<file path="config.mk">
export PLATFORM = sky130hd
export DESIGN_NAME = pkt_validator
export DESIGN_NICKNAME = d
export VERILOG_FILES = /design/src/rtl/pkt_pkg.sv /design/src/rtl/pkt_close_check.sv /design/src/rtl/pkt_framer.sv /design/src/rtl/pkt_out_seq.sv /design/src/rtl/pkt_validator.sv
export SDC_FILE = /design/constraint.sdc
export NUM_CORES = 1
export LEC_CHECK = 0
export BUFFER_PORTS_ARGS = -buffer_cell sky130_fd_sc_hd__buf_2
export CELL_PAD_IN_SITES_DETAIL_PLACEMENT = 1
export CELL_PAD_IN_SITES_GLOBAL_PLACEMENT = 1
export CORE_AREA = 2 2 139 141
export CTS_CLUSTER_SIZE = 40
export DETAILED_ROUTE_END_ITERATION = 8
export DIE_AREA = 0 0 141 143
export PLACE_DENSITY = 0.67
export SYNTH_ARGS = -nofsm -noshare
export SYNTH_HDL_FRONTEND = slang
export SYNTH_HIERARCHICAL = 1
export SYNTH_SLANG_ARGS = --single-unit
</file>
<file path="constraint.sdc">
create_clock -name clk -period 2.1 [get_ports clk]
set_clock_uncertainty 0.2 [all_clocks]
set_input_delay 0.315 -clock clk [delete_from_list [all_inputs] [get_ports clk]]
set_output_delay 0.315 -clock clk [all_outputs]
set_load 0.01 [all_outputs]
</file>
<file path="src/rtl/pkt_pkg.sv">
`timescale 1ns/1ps
package pkt_pkg;
  localparam int WORD_W    = 32;
  localparam int CODE_W    = 3;
  localparam int HOP_W     = 6;
  localparam int HOP_LSB   = 3;
  localparam int N_WORDS   = 3;
  localparam logic [CODE_W-1:0] START_CODE = 3'b101;
  localparam logic [CODE_W-1:0] CLOSE_CODE = 3'b010;

  typedef enum logic [1:0] {
    FR_HUNT    = 2'd0,
    FR_GOT_HDR = 2'd1,
    FR_GOT_PAY = 2'd2
  } frame_state_e;

  function automatic logic [CODE_W-1:0] start_code_of(input logic [WORD_W-1:0] w);
    return w[CODE_W-1:0];
  endfunction

  function automatic logic [CODE_W-1:0] close_code_of(input logic [WORD_W-1:0] w);
    return w[WORD_W-1 -: CODE_W];
  endfunction

  function automatic logic [HOP_W-1:0] hop_of(input logic [WORD_W-1:0] w);
    return w[HOP_LSB +: HOP_W];
  endfunction
endpackage

</file>
<file path="src/rtl/pkt_close_check.sv">
`timescale 1ns/1ps
module pkt_close_check
  import pkt_pkg::*;
#(
  parameter int MAX_HOPS = 15
) (
  input  logic [WORD_W-1:0] close_word,
  output logic              close_ok,
  output logic [WORD_W-1:0] close_fwd
);
  localparam logic [HOP_W-1:0] HOP_LIMIT = HOP_W'(MAX_HOPS);

  logic [HOP_W-1:0] hop_in;
  logic             code_ok;
  logic             hop_ok;

  always_comb begin
    hop_in   = hop_of(close_word);
    code_ok  = (close_code_of(close_word) == CLOSE_CODE);
    hop_ok   = (hop_in <= HOP_LIMIT);
    close_ok = code_ok && hop_ok;
    close_fwd = close_word;
    close_fwd[HOP_LSB +: HOP_W] = hop_in + HOP_W'(1);
  end
endmodule

</file>
<file path="src/rtl/pkt_framer.sv">
`timescale 1ns/1ps
module pkt_framer
  import pkt_pkg::*;
#(
  parameter int MAX_HOPS = 15
) (
  input  logic                      clk,
  input  logic                      rst_n,
  input  logic [WORD_W-1:0]         in_data,
  input  logic                      in_valid,
  output logic                      pkt_accept,
  output logic [N_WORDS*WORD_W-1:0] pkt_words
);
  frame_state_e      state_q;
  logic [WORD_W-1:0] head_q;
  logic [WORD_W-1:0] body_q;
  logic              close_ok;
  logic [WORD_W-1:0] close_fwd;
  logic              is_start;

  pkt_close_check #(.MAX_HOPS(MAX_HOPS)) u_close (
    .close_word (in_data),
    .close_ok   (close_ok),
    .close_fwd  (close_fwd)
  );

  assign is_start   = in_valid && (start_code_of(in_data) == START_CODE);
  assign pkt_accept = (state_q == FR_GOT_PAY) && in_valid && close_ok;
  assign pkt_words  = {close_fwd, body_q, head_q};

  always_ff @(posedge clk or negedge rst_n) begin
    if (!rst_n) begin
      state_q <= FR_HUNT;
      head_q  <= '0;
      body_q  <= '0;
    end else begin
      unique case (state_q)
        FR_HUNT: begin
          if (is_start) begin
            head_q  <= in_data;
            state_q <= FR_GOT_HDR;
          end
        end
        FR_GOT_HDR: begin
          if (in_valid) begin
            body_q  <= in_data;
            state_q <= FR_GOT_PAY;
          end else begin
            state_q <= FR_HUNT;
          end
        end
        FR_GOT_PAY: begin
          state_q <= FR_HUNT;
        end
        default: state_q <= FR_HUNT;
      endcase
    end
  end
endmodule

</file>
<file path="src/rtl/pkt_out_seq.sv">
`timescale 1ns/1ps
module pkt_out_seq #(
  parameter int W      = 32,
  parameter int NWORDS = 3
) (
  input  logic                clk,
  input  logic                rst_n,
  input  logic                load,
  input  logic [NWORDS*W-1:0] words,
  output logic [W-1:0]        out_data,
  output logic                out_valid
);
  localparam int CNT_W = $clog2(NWORDS + 1);
  localparam logic [CNT_W-1:0] FULL = CNT_W'(NWORDS);

  logic [W-1:0]     slot_q [NWORDS];
  logic [CNT_W-1:0] left_q;

  always_ff @(posedge clk or negedge rst_n) begin
    if (!rst_n)                left_q <= '0;
    else if (load)             left_q <= FULL;
    else if (left_q != '0)     left_q <= left_q - CNT_W'(1);
  end

  for (genvar i = 0; i < NWORDS; i++) begin : g_slot
    if (i == NWORDS - 1) begin : g_last
      always_ff @(posedge clk or negedge rst_n) begin
        if (!rst_n)            slot_q[i] <= '0;
        else if (load)         slot_q[i] <= words[i*W +: W];
        else if (left_q != '0) slot_q[i] <= '0;
      end
    end else begin : g_mid
      always_ff @(posedge clk or negedge rst_n) begin
        if (!rst_n)            slot_q[i] <= '0;
        else if (load)         slot_q[i] <= words[i*W +: W];
        else if (left_q != '0) slot_q[i] <= slot_q[i+1];
      end
    end
  end

  assign out_valid = (left_q != '0);
  assign out_data  = out_valid ? slot_q[0] : '0;
endmodule

</file>
<file path="src/rtl/pkt_validator.sv">
`timescale 1ns/1ps
module pkt_validator
  import pkt_pkg::*;
#(
  parameter int MAX_HOPS = 15
) (
  input  logic              clk,
  input  logic              rst_n,
  input  logic [WORD_W-1:0] in_data,
  input  logic              in_valid,
  output logic [WORD_W-1:0] out_data,
  output logic              out_valid
);
  logic                      pkt_accept;
  logic [N_WORDS*WORD_W-1:0] pkt_words;

  pkt_framer #(.MAX_HOPS(MAX_HOPS)) u_framer (
    .clk        (clk),
    .rst_n      (rst_n),
    .in_data    (in_data),
    .in_valid   (in_valid),
    .pkt_accept (pkt_accept),
    .pkt_words  (pkt_words)
  );

  pkt_out_seq #(.W(WORD_W), .NWORDS(N_WORDS)) u_out (
    .clk       (clk),
    .rst_n     (rst_n),
    .load      (pkt_accept),
    .words     (pkt_words),
    .out_data  (out_data),
    .out_valid (out_valid)
  );
endmodule

</file>
==> impl_results.md <==
* XOR/XNOR Fraction of Synth Area at 0.585%
* Crit path largest cell delay at 0.39 ns
* Post-Syn Nets at 681
* Seq cells post-synth at 164
* Post-synth EDFFs at 0
* Main flop type after synthesis: dfrtp_1
* Root Buffer Master: clkbuf_16
* Final Util at 47.7%
* Relative max-transition margin at 66.2%
* Final hold violation count at 0
* CP Launch Type: flip-flop
* Synth Warn # at 6
* Die Span X at 141 µm
* Status: complete, no violations
* Cell Chain, Critical Path: inv_2, ha_4, buf_8, nor2b_1, buf_2
* Number of global-route vias before repair at 5255
* Post-synthesis sequential area ratio at 54.8%
* Post-Syn Area at 7490 µm²
* PwrDens at 962 nW/µm²
* DR iter-0 viols at 167
* Post-DP HPWL at 10100 µm
* Cells after Synth at 643
* Final Max Tran Viols at 0
* CTS tree: yes
* 1st-pass router iterations at 4
* GRT overflow at 0
* Clock H-tree levels at 4
* Avg Cell Area, Syn at 11.7 µm²
* Reg clk slew, reported paths at 0.06 ns
* Layout cells sized above 1 at 27.7%
* DRC viols at 0
* Share of flip-flops with an asynchronous set or reset at 100%
* Dominant cells by area after synthesis: dfrtp_1, mux2i_1, nand2_1, o21ai_1, mux2_2
* Yosys top cell by area: dfrtp_1
* CTS buffer count at 17
* Antenna violations before repair at 0
* Clock tree buffer depth at 2
* Top-count cell post-synth: dfrtp_1
* Initial Util at 40.3%
* Syn-to-layout area delta at 18.2%
* GRT Resource Usage Total at 16.9%
* Worst-margin pin slew at 0.507 ns
* CP max stage cell: dfrtp_1
* Crit path time final at 2.03 ns
* Fill count at 1963
* Largest net degree at the start of global routing at 75
* CP Class: reg2out
* Die height at 143 µm
* Setup-failing EPs final at 0
* Detail Route Antenna Nets at 0
* Synth cell types at 31
* Post-Synth Simple-Gate Area at 10.6%
* DRT Wirelength at 15800 µm
* Crit path DAT at 1.52 ns
* Worst hold margin at 0.0184 ns
* Tcrit/Tclk final at 96.9%
* Multi-input combinational cell area at 2870 µm²
* Achievable Freq at 492 MHz
* VDD IR max at 0.000570 V
* Antenna diodes at 0
* Reg area at 4100 µm²
* LEAKAGE at 4.16 nW
* Worst path buffer plus inverter count at 3
* IO buf count at 67
* Vias at 4767
* Worst Setup End Kind: output port
* Max_cap viols at 0
* Vias per inst at 4.97
* Final nets at 752
* Delay-heaviest family, CP: buffers and inverters
* Adder-Cell Fraction of Synth Area at 0.501%
* Final GP Congestion at 0.731
* I/O pins at 68
* Core box area at 18600 µm²
* Crit-path max FO at 12
* Main combinational cell family by area after synthesis: multiplexers
* Die ar. at 20200 µm²
* Hold Crit Class: in2reg
* Top post-synthesis cells by count: dfrtp_1, nand2_1, o21ai_1
* First-pass GRT wire length at 26800 µm
* Worst-skew pair later-pin latency at 0.42 ns
* Top-area cell type share of the netlist area at 54.8%
* Mux contribution to synthesized area at 19.0%
* Synth Area in Compound Gates at 7.01%
* Routed WL per cell at 16.5 µm
* # clock sinks at 164
* Core Rows at 50
* Req. time, crit path at 1.58 ns
[metal layers]
metal	part of all wire, %	track usage, %
met4	1.4	5.89
met1	46	21.3
met3	2.3	3.09
met2	50	29.4
met5	0	0
[logic make-up (layout without fill, tap and decap cells)]
logic type | count (synthesis) | after routing
compound gates | 97 | 97
fa+ha+maj | 3 | 3
flops | 164 | 164
mux | 125 | 125
simple gates | 176 | 176
xor+xnor | 5 | 5
buf+inv | 73 | 156
[flip-flops by register name, indices dropped and copies added, names as in the netlist]
name              count
u_framer/body_q      32
u_framer/head_q      32
u_framer/state_q      2
u_out/left_q          2
u_out/slot_q         96
[metrics by stage]
step           instance area (µm²)  total power [W]  TNS [ns]  worst slack (ns)  cells
3_5_place_dp                  7890          0.00529         0             0.186    896
3_3_place_gp                  7890          0.00521         0             0.272    896
4_1_cts                       8840          0.00861         0            0.0137    959
2_1_floorplan                 7490          0.00499         0             0.489    643
5_1_grt                       8860          0.00891  -0.00144          -0.00144    960
6_report                      8860          0.00852         0            0.0659    960
[layout make-up]
class                           count  share of cell area (%)
Clock inverter                      9                    1.46
Clock buffer                       22                    5.24
Multi-Input combinational cell    406                    32.4
Sequential cell                   164                    46.3
Timing Repair Buffer              119                    11.0
Tap cell                          234                    3.31
Inverter                            6                   0.254
[power breakdown]
group	switching, W	internal [W]	total, W
logic	0.000882	0.000903	0.00179
registers	0.000155	0.00346	0.00361
clock network	0.00120	0.00192	0.00313
total	0.00224	0.00628	0.00852
[path summary, 6_finish.rpt]
kind	startpoint	to	slack [ns]	depth (start not counted)
min reg2reg	u_framer/body_q[15]$_DFFE_PN0P_	u_out/slot_q[47]$_DFFE_PN0P_	0.28	2
max in group asynchronous	rst_n	u_framer/head_q[0]$_DFFE_PN0P_	0.88	3
min in group asynchronous	rst_n	u_out/slot_q[76]$_DFFE_PN0P_	0.21	2
min	in_data[3]	u_framer/body_q[3]$_DFFE_PN0P_	0.02	2
max	u_out/left_q[0]$_DFFE_PN0P_	out_data[7]	0.07	5
max reg2reg	u_out/left_q[0]$_DFFE_PN0P_	u_out/slot_q[85]$_DFFE_PN0P_	0.31	5
[timing repair]
action / CTS / global route
gates resized for setup: 7 / 4
buffers inserted: 1 / 1
endpoints found under the hold margin: 122 / 0
pin swaps: 1 / 0
gates cloned: 1 / 0
hold buffers: 30 / 0
setup endpoints to repair: 23 / 16
[worst reg2reg max path, cell delays in order (launching register included)]
cell     delay, ns
dfrtp_1       0.39
inv_2         0.11
ha_4          0.33
buf_12        0.28
mux2i_1       0.26
o21ai_1       0.09
[layout by cell type (no fill, tap or decap), drive strengths merged]
cell type,netlist,routed
a21o,1,1
dlygate4sd3,0,30
mux2i,64,64
clkbuf,6,22
nand3,2,2
and2,1,1
nand2,129,129
clkinvlp,0,2
xor2,3,3
inv,6,6
bufinv,0,3
ha,3,3
buf,61,89
and3,2,2
nor2b,33,33
and4bb,1,1
or2b,1,1
xnor2,2,2
nor4,1,1
nand3b,1,1
o21ai,96,96
clkinv,0,4
mux2,61,61
nand2b,5,5
dfrtp,164,164
Power figures use the tool's default switching activity.
